### src/rtl/bdl_pkg.sv
package bdl_pkg;

   typedef enum logic [1:0] {
      CTL_IDLE,
      CTL_SEND,
      CTL_HOLD
   } ctl_e;

   typedef enum logic [1:0] {
      SEG_START,
      SEG_DATA,
      SEG_STOP
   } seg_e;

   localparam int SER_BYTE_W = 8;
   localparam int STEPS_PER_PART = 3;

endpackage

### src/rtl/bdl_hold_timer.sv
module bdl_hold_timer #(
   parameter int HOLD_CYC = 2500
) (
   input  logic clk,
   input  logic rst_n,
   input  logic load_i,
   input  logic run_i,
   output logic expire_o
);

   localparam int CNT_W = (HOLD_CYC > 1) ? $clog2(HOLD_CYC + 1) : 1;

   generate
      if (HOLD_CYC < 1) begin : g_bad
         $error("bdl_hold_timer: HOLD_CYC must be at least 1");
      end

      if (HOLD_CYC == 1) begin : g_single
         logic unused_inputs;
         assign unused_inputs = load_i ^ clk ^ rst_n;
         assign expire_o = run_i;
      end else begin : g_count
         logic [CNT_W-1:0] cnt_q;

         always_ff @(posedge clk) begin
            if (!rst_n) begin
               cnt_q <= '0;
            end else if (load_i) begin
               cnt_q <= CNT_W'(HOLD_CYC);
            end else if (run_i && cnt_q != '0) begin
               cnt_q <= cnt_q - 1'b1;
            end
         end

         assign expire_o = run_i && (cnt_q == CNT_W'(1));
      end
   endgenerate

endmodule

### src/rtl/bdl_frame_seq.sv
module bdl_frame_seq
   import bdl_pkg::*;
#(
   parameter logic [SER_BYTE_W-1:0] CMD_BYTE = 8'h9C,
   parameter logic [SER_BYTE_W-1:0] SUB_BYTE = 8'h00
) (
   input  logic                  clk,
   input  logic                  rst_n,
   input  logic                  init_i,
   input  logic                  adv_i,
   input  logic [SER_BYTE_W-1:0] value_i,
   output logic                  line_clk_o,
   output logic                  line_dat_o,
   output logic                  last_o
);

   localparam int NUM_BYTES = 3;
   localparam int SLOT_N    = SER_BYTE_W + 1;
   localparam int SLOT_W    = $clog2(SLOT_N);
   localparam int BI_W      = $clog2(NUM_BYTES);
   localparam int PH_W      = $clog2(STEPS_PER_PART);
   localparam logic [PH_W-1:0]   PH_LAST   = PH_W'(STEPS_PER_PART - 1);
   localparam logic [SLOT_W-1:0] SLOT_ACK  = SLOT_W'(SER_BYTE_W);
   localparam logic [BI_W-1:0]   BYTE_LAST = BI_W'(NUM_BYTES - 1);

   seg_e              seg_q;
   logic [PH_W-1:0]   ph_q;
   logic [SLOT_W-1:0] slot_q;
   logic [BI_W-1:0]   bi_q;

   logic [SER_BYTE_W-1:0] cur_byte;
   logic                  bit_val;

   always_comb begin
      case (bi_q)
         BI_W'(0): cur_byte = CMD_BYTE;
         BI_W'(1): cur_byte = SUB_BYTE;
         default:  cur_byte = value_i;
      endcase
   end

   always_comb begin
      bit_val = 1'b0;
      for (int i = 0; i < SER_BYTE_W; i++) begin
         if (slot_q == SLOT_W'(i)) bit_val = cur_byte[SER_BYTE_W-1-i];
      end
   end

   always_comb begin
      line_clk_o = 1'b0;
      line_dat_o = 1'b0;
      case (seg_q)
         SEG_START: begin
            line_clk_o = (ph_q != PH_LAST);
            line_dat_o = (ph_q == PH_W'(0));
         end
         SEG_DATA: begin
            line_clk_o = (ph_q == PH_W'(1));
            line_dat_o = (slot_q == SLOT_ACK) ? 1'b0 : bit_val;
         end
         SEG_STOP: begin
            line_clk_o = (ph_q != PH_W'(0));
            line_dat_o = (ph_q == PH_LAST);
         end
         default: begin
            line_clk_o = 1'b0;
            line_dat_o = 1'b0;
         end
      endcase
   end

   assign last_o = (seg_q == SEG_STOP) && (ph_q == PH_LAST);

   always_ff @(posedge clk) begin
      if (!rst_n || init_i) begin
         seg_q  <= SEG_START;
         ph_q   <= '0;
         slot_q <= '0;
         bi_q   <= '0;
      end else if (adv_i) begin
         if (ph_q == PH_LAST) begin
            ph_q <= '0;
            case (seg_q)
               SEG_START: seg_q <= SEG_DATA;
               SEG_DATA: begin
                  if (slot_q == SLOT_ACK) begin
                     slot_q <= '0;
                     if (bi_q == BYTE_LAST) seg_q <= SEG_STOP;
                     else bi_q <= bi_q + 1'b1;
                  end else begin
                     slot_q <= slot_q + 1'b1;
                  end
               end
               default: seg_q <= SEG_START;
            endcase
         end else begin
            ph_q <= ph_q + 1'b1;
         end
      end
   end

   AST_ONE_LINE_PER_STEP: assert property (@(posedge clk) disable iff (!rst_n)
      adv_i |=> ($countones({line_clk_o, line_dat_o} ^ $past({line_clk_o, line_dat_o})) <= 1));

   AST_DATA_STILL_CLK_HIGH: assert property (@(posedge clk) disable iff (!rst_n)
      (adv_i && seg_q == SEG_DATA && line_clk_o) |=> (line_dat_o == $past(line_dat_o)));

endmodule

### src/rtl/bias_dac_link.sv
module bias_dac_link
   import bdl_pkg::*;
#(
   parameter int              ADDR_W   = 8,
   parameter int              REG_W    = 8,
   parameter logic [ADDR_W-1:0] REG_ADDR = 8'h03,
   parameter int              CLK_BIT  = 0,
   parameter int              DAT_BIT  = 1,
   parameter int              HOLD_CYC = 2500,
   parameter logic [7:0]      CMD_BYTE = 8'h9C,
   parameter logic [7:0]      SUB_BYTE = 8'h00
) (
   input  logic              clk,
   input  logic              rst_n,
   input  logic              start_i,
   input  logic [REG_W-1:0]  base_i,
   input  logic [7:0]        value_i,
   output logic              wr_valid_o,
   input  logic              wr_ready_i,
   output logic [ADDR_W-1:0] wr_addr_o,
   output logic [REG_W-1:0]  wr_data_o,
   output logic              done_o
);

   generate
      if (REG_W < 2) begin : g_bad_width
         $error("bias_dac_link: REG_W must hold both wire bits");
      end
      if (CLK_BIT == DAT_BIT || CLK_BIT >= REG_W || DAT_BIT >= REG_W) begin : g_bad_bits
         $error("bias_dac_link: wire bit positions must be distinct and inside REG_W");
      end
   endgenerate

   ctl_e              state_q;
   logic [REG_W-1:0]  base_q;
   logic [7:0]        value_q;
   logic              done_q;

   logic line_clk, line_dat, last_step, hold_done;
   logic seq_init, seq_adv, tmr_load, tmr_run;

   assign seq_init = (state_q == CTL_IDLE) && start_i;
   assign tmr_load = (state_q == CTL_SEND) && wr_ready_i;
   assign tmr_run  = (state_q == CTL_HOLD);
   assign seq_adv  = tmr_run && hold_done && !last_step;

   bdl_frame_seq #(
      .CMD_BYTE (CMD_BYTE),
      .SUB_BYTE (SUB_BYTE)
   ) u_seq (
      .clk        (clk),
      .rst_n      (rst_n),
      .init_i     (seq_init),
      .adv_i      (seq_adv),
      .value_i    (value_q),
      .line_clk_o (line_clk),
      .line_dat_o (line_dat),
      .last_o     (last_step)
   );

   bdl_hold_timer #(
      .HOLD_CYC (HOLD_CYC)
   ) u_hold (
      .clk      (clk),
      .rst_n    (rst_n),
      .load_i   (tmr_load),
      .run_i    (tmr_run),
      .expire_o (hold_done)
   );

   always_ff @(posedge clk) begin
      if (!rst_n) begin
         state_q <= CTL_IDLE;
         base_q  <= '0;
         value_q <= '0;
         done_q  <= 1'b0;
      end else begin
         done_q <= 1'b0;
         case (state_q)
            CTL_IDLE: begin
               if (start_i) begin
                  base_q  <= base_i;
                  value_q <= value_i;
                  state_q <= CTL_SEND;
               end
            end
            CTL_SEND: begin
               if (wr_ready_i) state_q <= CTL_HOLD;
            end
            CTL_HOLD: begin
               if (hold_done) begin
                  if (last_step) begin
                     state_q <= CTL_IDLE;
                     done_q  <= 1'b1;
                  end else begin
                     state_q <= CTL_SEND;
                  end
               end
            end
            default: state_q <= CTL_IDLE;
         endcase
      end
   end

   always_comb begin
      wr_data_o          = base_q;
      wr_data_o[CLK_BIT] = line_clk;
      wr_data_o[DAT_BIT] = line_dat;
   end

   assign wr_addr_o  = REG_ADDR;
   assign wr_valid_o = (state_q == CTL_SEND);
   assign done_o     = done_q;

   AST_REQ_HELD: assert property (@(posedge clk) disable iff (!rst_n)
      (wr_valid_o && !wr_ready_i) |=> (wr_valid_o && $stable(wr_data_o)));

   AST_GAP_AFTER_ACCEPT: assert property (@(posedge clk) disable iff (!rst_n)
      (wr_valid_o && wr_ready_i) |=> !wr_valid_o);

   AST_DONE_SINGLE: assert property (@(posedge clk) disable iff (!rst_n)
      done_o |=> !done_o);

   AST_START_IGNORED: assert property (@(posedge clk) disable iff (!rst_n)
      (state_q != CTL_IDLE && start_i) |=> (base_q == $past(base_q) && value_q == $past(value_q)));

endmodule

### config.mk
export PLATFORM = sky130hd
export DESIGN_NAME = bias_dac_link
export DESIGN_NICKNAME = d
export VERILOG_FILES = /design/src/rtl/bdl_pkg.sv /design/src/rtl/bdl_hold_timer.sv /design/src/rtl/bdl_frame_seq.sv /design/src/rtl/bias_dac_link.sv
export SDC_FILE = /design/constraint.sdc
export NUM_CORES = 1
export LEC_CHECK = 0
export BUFFER_PORTS_ARGS = -buffer_cell sky130_fd_sc_hd__buf_2
export CAP_MARGIN = 25
export CORE_MARGIN = 4
export CORE_UTILIZATION = 50
export CTS_BUF_LIST = sky130_fd_sc_hd__clkbuf_16
export DETAILED_ROUTE_END_ITERATION = 10
export PLACE_DENSITY = 0.83
export SYNTH_ARGS = -nofsm -noshare
export SYNTH_HDL_FRONTEND = slang
export SYNTH_SLANG_ARGS = --single-unit
### constraint.sdc
create_clock -name clk -period 2.4 [get_ports clk]
set_input_delay 0.48 -clock clk [delete_from_list [all_inputs] [get_ports clk]]
set_output_delay 0.48 -clock clk [all_outputs]
set_load 0.005 [all_outputs]
# Word level (Yosys, flattened, before mapping)
# Cells that the tools add are included.
# classes
eq_ne	23
reduce_logical	25
add_sub_neg	4
bitwise	2
mux	25
# op_table
op	count
two-way mux 12 bit	2
== test 4 x 3 -> 1 bit (second input constant)	4
one-hot mux 8 bit (2 select lines)	1
== test 12 x 1 -> 1 bit (second input constant)	1
two-way mux 2 bit	6
nonzero test 12 bit	1
subtractor 12 x 1 -> 12 bit (second input constant)	1
two-way mux 1 bit	11
AND reduction 3 bit	3
== test 2 x 1 -> 1 bit (second input constant)	4
== test 2 bit (second input constant)	4
== test 4 x 2 -> 1 bit (second input constant)	2
zero test 2 bit	4
logical AND 1 bit	7
!= test 2 x 1 -> 1 bit (second input constant)	3
!= test 2 bit (second input constant)	3
one-hot mux 1 bit (3 select lines)	2
one-hot mux 2 bit (3 select lines)	1
AND reduction 5 bit	1
adder 2 x 1 -> 2 bit (second input constant)	2
adder 4 x 1 -> 4 bit (second input constant)	1
== test 4 x 1 -> 1 bit (second input constant)	1
== test 4 bit (second input constant)	1
zero test 4 bit	1
other kinds (9)	12
# word_totals
reg_bits	41
elab_cells	89

# Depth between registers and ports, before layout
# logic_depth
depth_word	12
mapped_depth	8
mapped_depth_nobuf	6

# Hierarchy
# A second synthesis with hierarchy kept.
# hier_totals
cells_unflattened	260
hier_area_um2	2199.6
# by_module_without_submodules
mod	seq_area_each_um2	instances	area_per_inst_um2	cells_each
bias_dac_link	340.3	1	788.3	89
bdl_frame_seq	200.2	1	744.5	95
bdl_hold_timer	240.2	1	666.9	76

# Worst setup path after synthesis
# No wires, ideal clock.
# synth_path
kind	reg-to-output
startpoint	register u_seq.bi_q[1]
endpoint	output port wr_data_o[1]
required_time_ns	1.920
path_stages_with_launch	8
path_buffers	1
slack_ns	0.100
arrival_ns	1.820
path_cell_list	dfxtp_1 -> inv_1 -> ha_1 -> or3b_2 -> a311o_1 -> nor3b_1 -> a221o_1 -> buf_4
# synth_via
elab_chain_len	12
word_cells_on_any_way	13
cone_classes	eq/ne: 1; mux: 11; reduce/logical: 1
# synth_rtl
item	line	text
from (decl)	bdl_frame_seq.sv:29	logic [BI_W-1:0] bi_q;
from (signal assigned)	bdl_frame_seq.sv:89	else bi_q <= bi_q + 1'b1;
== test 2 x 1 -> 1 bit / zero test 2 bit (equally long branches)	bdl_frame_seq.sv:35	case (bi_q)
one-hot mux 8 bit (2 select lines) (*)	bdl_frame_seq.sv:35	
two-way mux 1 bit (7 in series)	bdl_frame_seq.sv:45	if (slot_q == SLOT_W'(i)) bit_val = cur_byte[SER_BYTE_W-1-i];
two-way mux 1 bit (*)	bdl_frame_seq.sv:45	
two-way mux 1 bit (*)	bdl_frame_seq.sv:59	line_dat_o = (slot_q == SLOT_ACK) ? 1'b0 : bit_val;
one-hot mux 1 bit (3 select lines) (*)	bdl_frame_seq.sv:52	case (seg_q)
to (decl)	bias_dac_link.sv:21	output logic [REG_W-1:0] wr_data_o,
# Mark *: on every way between the ends. The rest lies on a longest branch, timed or not.

# Worst setup path in the final report
# Ends and elaborated chain as after synthesis.

==> flow_metrics.env <==
export IMPL_status="complete, but fails checks"
export IMPL_violations="negative setup slack"
export IMPL_first_iter_violations=109
export IMPL_area_growth_syn_to_layout_pct=19.0
export IMPL_cts_sink_count=39
export IMPL_cpMaxStageDelayCell="or3b_4"
export IMPL_dieWidth_um=73.6
export IMPL_fillers=343
export IMPL_multi_input_area_mm2=0.00128
export IMPL_portBuffers=27
export IMPL_synth_main_ff_cell="dfxtp_1"
export IMPL_first_pass_iters=4
export IMPL_vdd_drop_max_uv=468
export IMPL_clock_latency_ps=280
export IMPL_cpPeakStageDelay_ps=390
export IMPL_grt_antenna_before_repair=0
export IMPL_worst_pin_slew_ps=646
export IMPL_cts_hold_fix_buffers=0
export IMPL_core_area_mm2=0.00409
export IMPL_place_area_mm2=0.00231
export IMPL_finish_instance_area_mm2=0.00256
export IMPL_htree_levels=2
export IMPL_routed_via_density=5.63
export IMPL_grt_max_degree=21
export IMPL_cp_data_required_time_ps=1920
export IMPL_cts_buffers=5
export IMPL_dp_cells=336
export IMPL_gp_congestion=0.840
export IMPL_ys_warn_count=0
export IMPL_drc=0
export IMPL_syn_instance_count=265
export IMPL_fin_crit_sh=1.04
export IMPL_synth_top_area_cell="dfxtp_1"
export IMPL_pre_cts_slack_ps=34.0
export IMPL_start_util=0.526
export IMPL_fin_util=0.626
export IMPL_finalHoldViolCount=0
export IMPL_crit_arrival_ps=2020
export IMPL_setup_viol=1
export IMPL_syn_area_mm2=0.00215
export IMPL_async_reset_ff_frac=0
export IMPL_grt_ovfl_total=0
export IMPL_mostFrequentLayoutCells="nand2_1, dfxtp_1, a21oi_1"
export IMPL_netlist_cell_type_count=51
export IMPL_fmax_mhz=401
export IMPL_grt_use_total=0.208
export IMPL_grt_pass1_vias=1977
export IMPL_layout_cells_non_filler=348
export IMPL_yosysTopAreaCellShare=0.363
export IMPL_setup_worst_path_start_class="flop"
export IMPL_antenna_cells=0
export IMPL_slew_headroom=0.564
export IMPL_dp_hpwl_mm=3.47
export IMPL_final_net_count=326
export IMPL_total_power_mw=1.66
export IMPL_critical_path_buf_inv_count=2
export IMPL_clk_path_buf_depth=2
export IMPL_dieHeight_um=73.6
export IMPL_synth_edf_count=0
export IMPL_wl_mm=5.17
export IMPL_path_cells="inv_4 -> ha_4 -> or3b_4 -> a311o_1 -> nor3b_1 -> a221o_1 -> buf_2"
export IMPL_dieArea_mm2=0.00541
export IMPL_fin_ws_ps=-96.4
export IMPL_regArea_um2=791
export IMPL_p_leak_nw=0.960
export IMPL_fin_skew_ps=5.27
export IMPL_final_common_cell="nand2_1"
export IMPL_synth_seq_cells=39
export IMPL_critPathMaxFanout=3
export IMPL_cts_tree="built"
export IMPL_synth_area_leaders="dfxtp_1, a21oi_1, nand2_1, ha_1, buf_4"
export IMPL_route_vias_total=1959
export IMPL_clk_pin_slew_worst_paths_ps=60
export IMPL_crit_type="reg2out"
export IMPL_yosysSeqAreaShare=0.363
export IMPL_crit_path_end_kind="output port"
export IMPL_grt_setup_unrepaired="yes"
export IMPL_drive_gt1_frac=0.218
export IMPL_routedWlPerCell_um=14.8
export IMPL_period_minus_slack_ps=2500
export IMPL_ioPinCount=38
export IMPL_p_per_area_mw_per_mm2=648
export IMPL_drv_cap=0
export IMPL_final_max_slew_viol_count=0
export IMPL_rows=23
export IMPL_cp_top_family="simple AND/OR/NAND/NOR gates"
export IMPL_min_path_type="in2reg"
export IMPL_regToRegSetupSlack_ps=490
export IMPL_syn_area_per_cell_um2=8.12
export IMPL_grt_pass1_wl_mm=8.82
export IMPL_antenna_left=0
export IMPL_cts_root_buf="clkbuf_16"
==> area by class of cell <==
cell class | instances | share of cell area
Multi-Input combinational cell | 203 | 0.499
Sequential cell | 39 | 0.309
Timing Repair Buffer | 37 | 0.0822
Clock buffer | 5 | 0.0489
Tap cell | 50 | 0.0244
Clock inverter | 3 | 0.0186
Inverter | 11 | 0.0181
==> metrics by stage <==
step | hold slack [ps] | setup TNS [ps]
finish | 431 | -96.4
global placement | 438 | 0
global route | 446 | -138
floorplan | 431 | 0
detailed placement | 443 | 0
CTS | 424 | -48.6
==> report_power, final <==
part | internal, mW | leakage (nW) | switching (mW)
logic | 0.0764 | 0.556 | 0.107
registers | 0.676 | 0.320 | 0.0281
clock network | 0.496 | 0.0844 | 0.274
total | 1.25 | 0.960 | 0.409
==> cells in the mapped netlist, types with 2 or more instances <==
master and instances:
and2_1 2, nand3b_1 4, and3_1 2, nand4_1 2, nor3_1 2, nand3_1 5, or3_1 12, nand2b_1 7
nor2_1 10, or2_2 4, conb_1 2, nand2_1 40, a21oi_1 31, mux2i_1 2, nor2b_1 5, inv_1 11
ha_1 9, o31ai_1 3, or4_1 8, a31oi_1 6, o21ai_1 2, buf_4 10, o21ai_0 9, dfxtp_1 39
nor4_2 2, clkbuf_1 7, o211ai_1 2, a21o_1 2, a41oi_1 2, and3b_1 2
==> layer usage <==
layer	GRT usage	wire length [µm]
met1	0.241	2200
met2	0.363	2640
met3	0.0451	185
met4	0.0926	138
met5	0	0
==> worst min-delay path, delay by kind of cell <==
family | cells | cell delay [ps]
AND/OR/NAND/NOR | 1 | 40
buffers and inverters | 1 | 90
AO/OA/AOI/OAI | 1 | 50
==> worst paths after layout <==
kind                                 from               to  depth (start not counted)
setup / recovery            u_seq.bi_q[1]     wr_data_o[1]                          7
hold / removal                  base_i[3]        base_q[3]                          3
setup reg to reg  u_hold.g_count.cnt_q[9]  u_seq.slot_q[2]                          5
hold reg to reg                 base_q[6]        base_q[6]                          2
==> registers in the layout (all words and copies together) (netlist names) <==
register,cells
value_q,8
u_seq.bi_q,2
base_q,6
done_o,1
u_seq.seg_q,2
u_hold.g_count.cnt_q,12
state_q,2
u_seq.ph_q,2
u_seq.slot_q,4
==> timing repair <==
| item | CTS | global route |
|---|---|---|
| setup buffers | 4 | 0 |
| endpoints found under the setup margin | 1 | 1 |
| pin swaps | 4 | 1 |
| resized for setup | 16 | 1 |
==> cell families after synthesis <==
group | after synthesis | share of synthesized area
and+or+nand+nor | 114 | 0.300
AOI/OAI and AO/OA | 68 | 0.195
DFF | 39 | 0.363
buffers and inverters | 29 | 0.0686
adders and majority gates | 9 | 0.0524
other | 2 | 0.00349
xor gates and xnor gates | 2 | 0.00815
muxes | 2 | 0.00931
(Power assumes the default switching activity.)
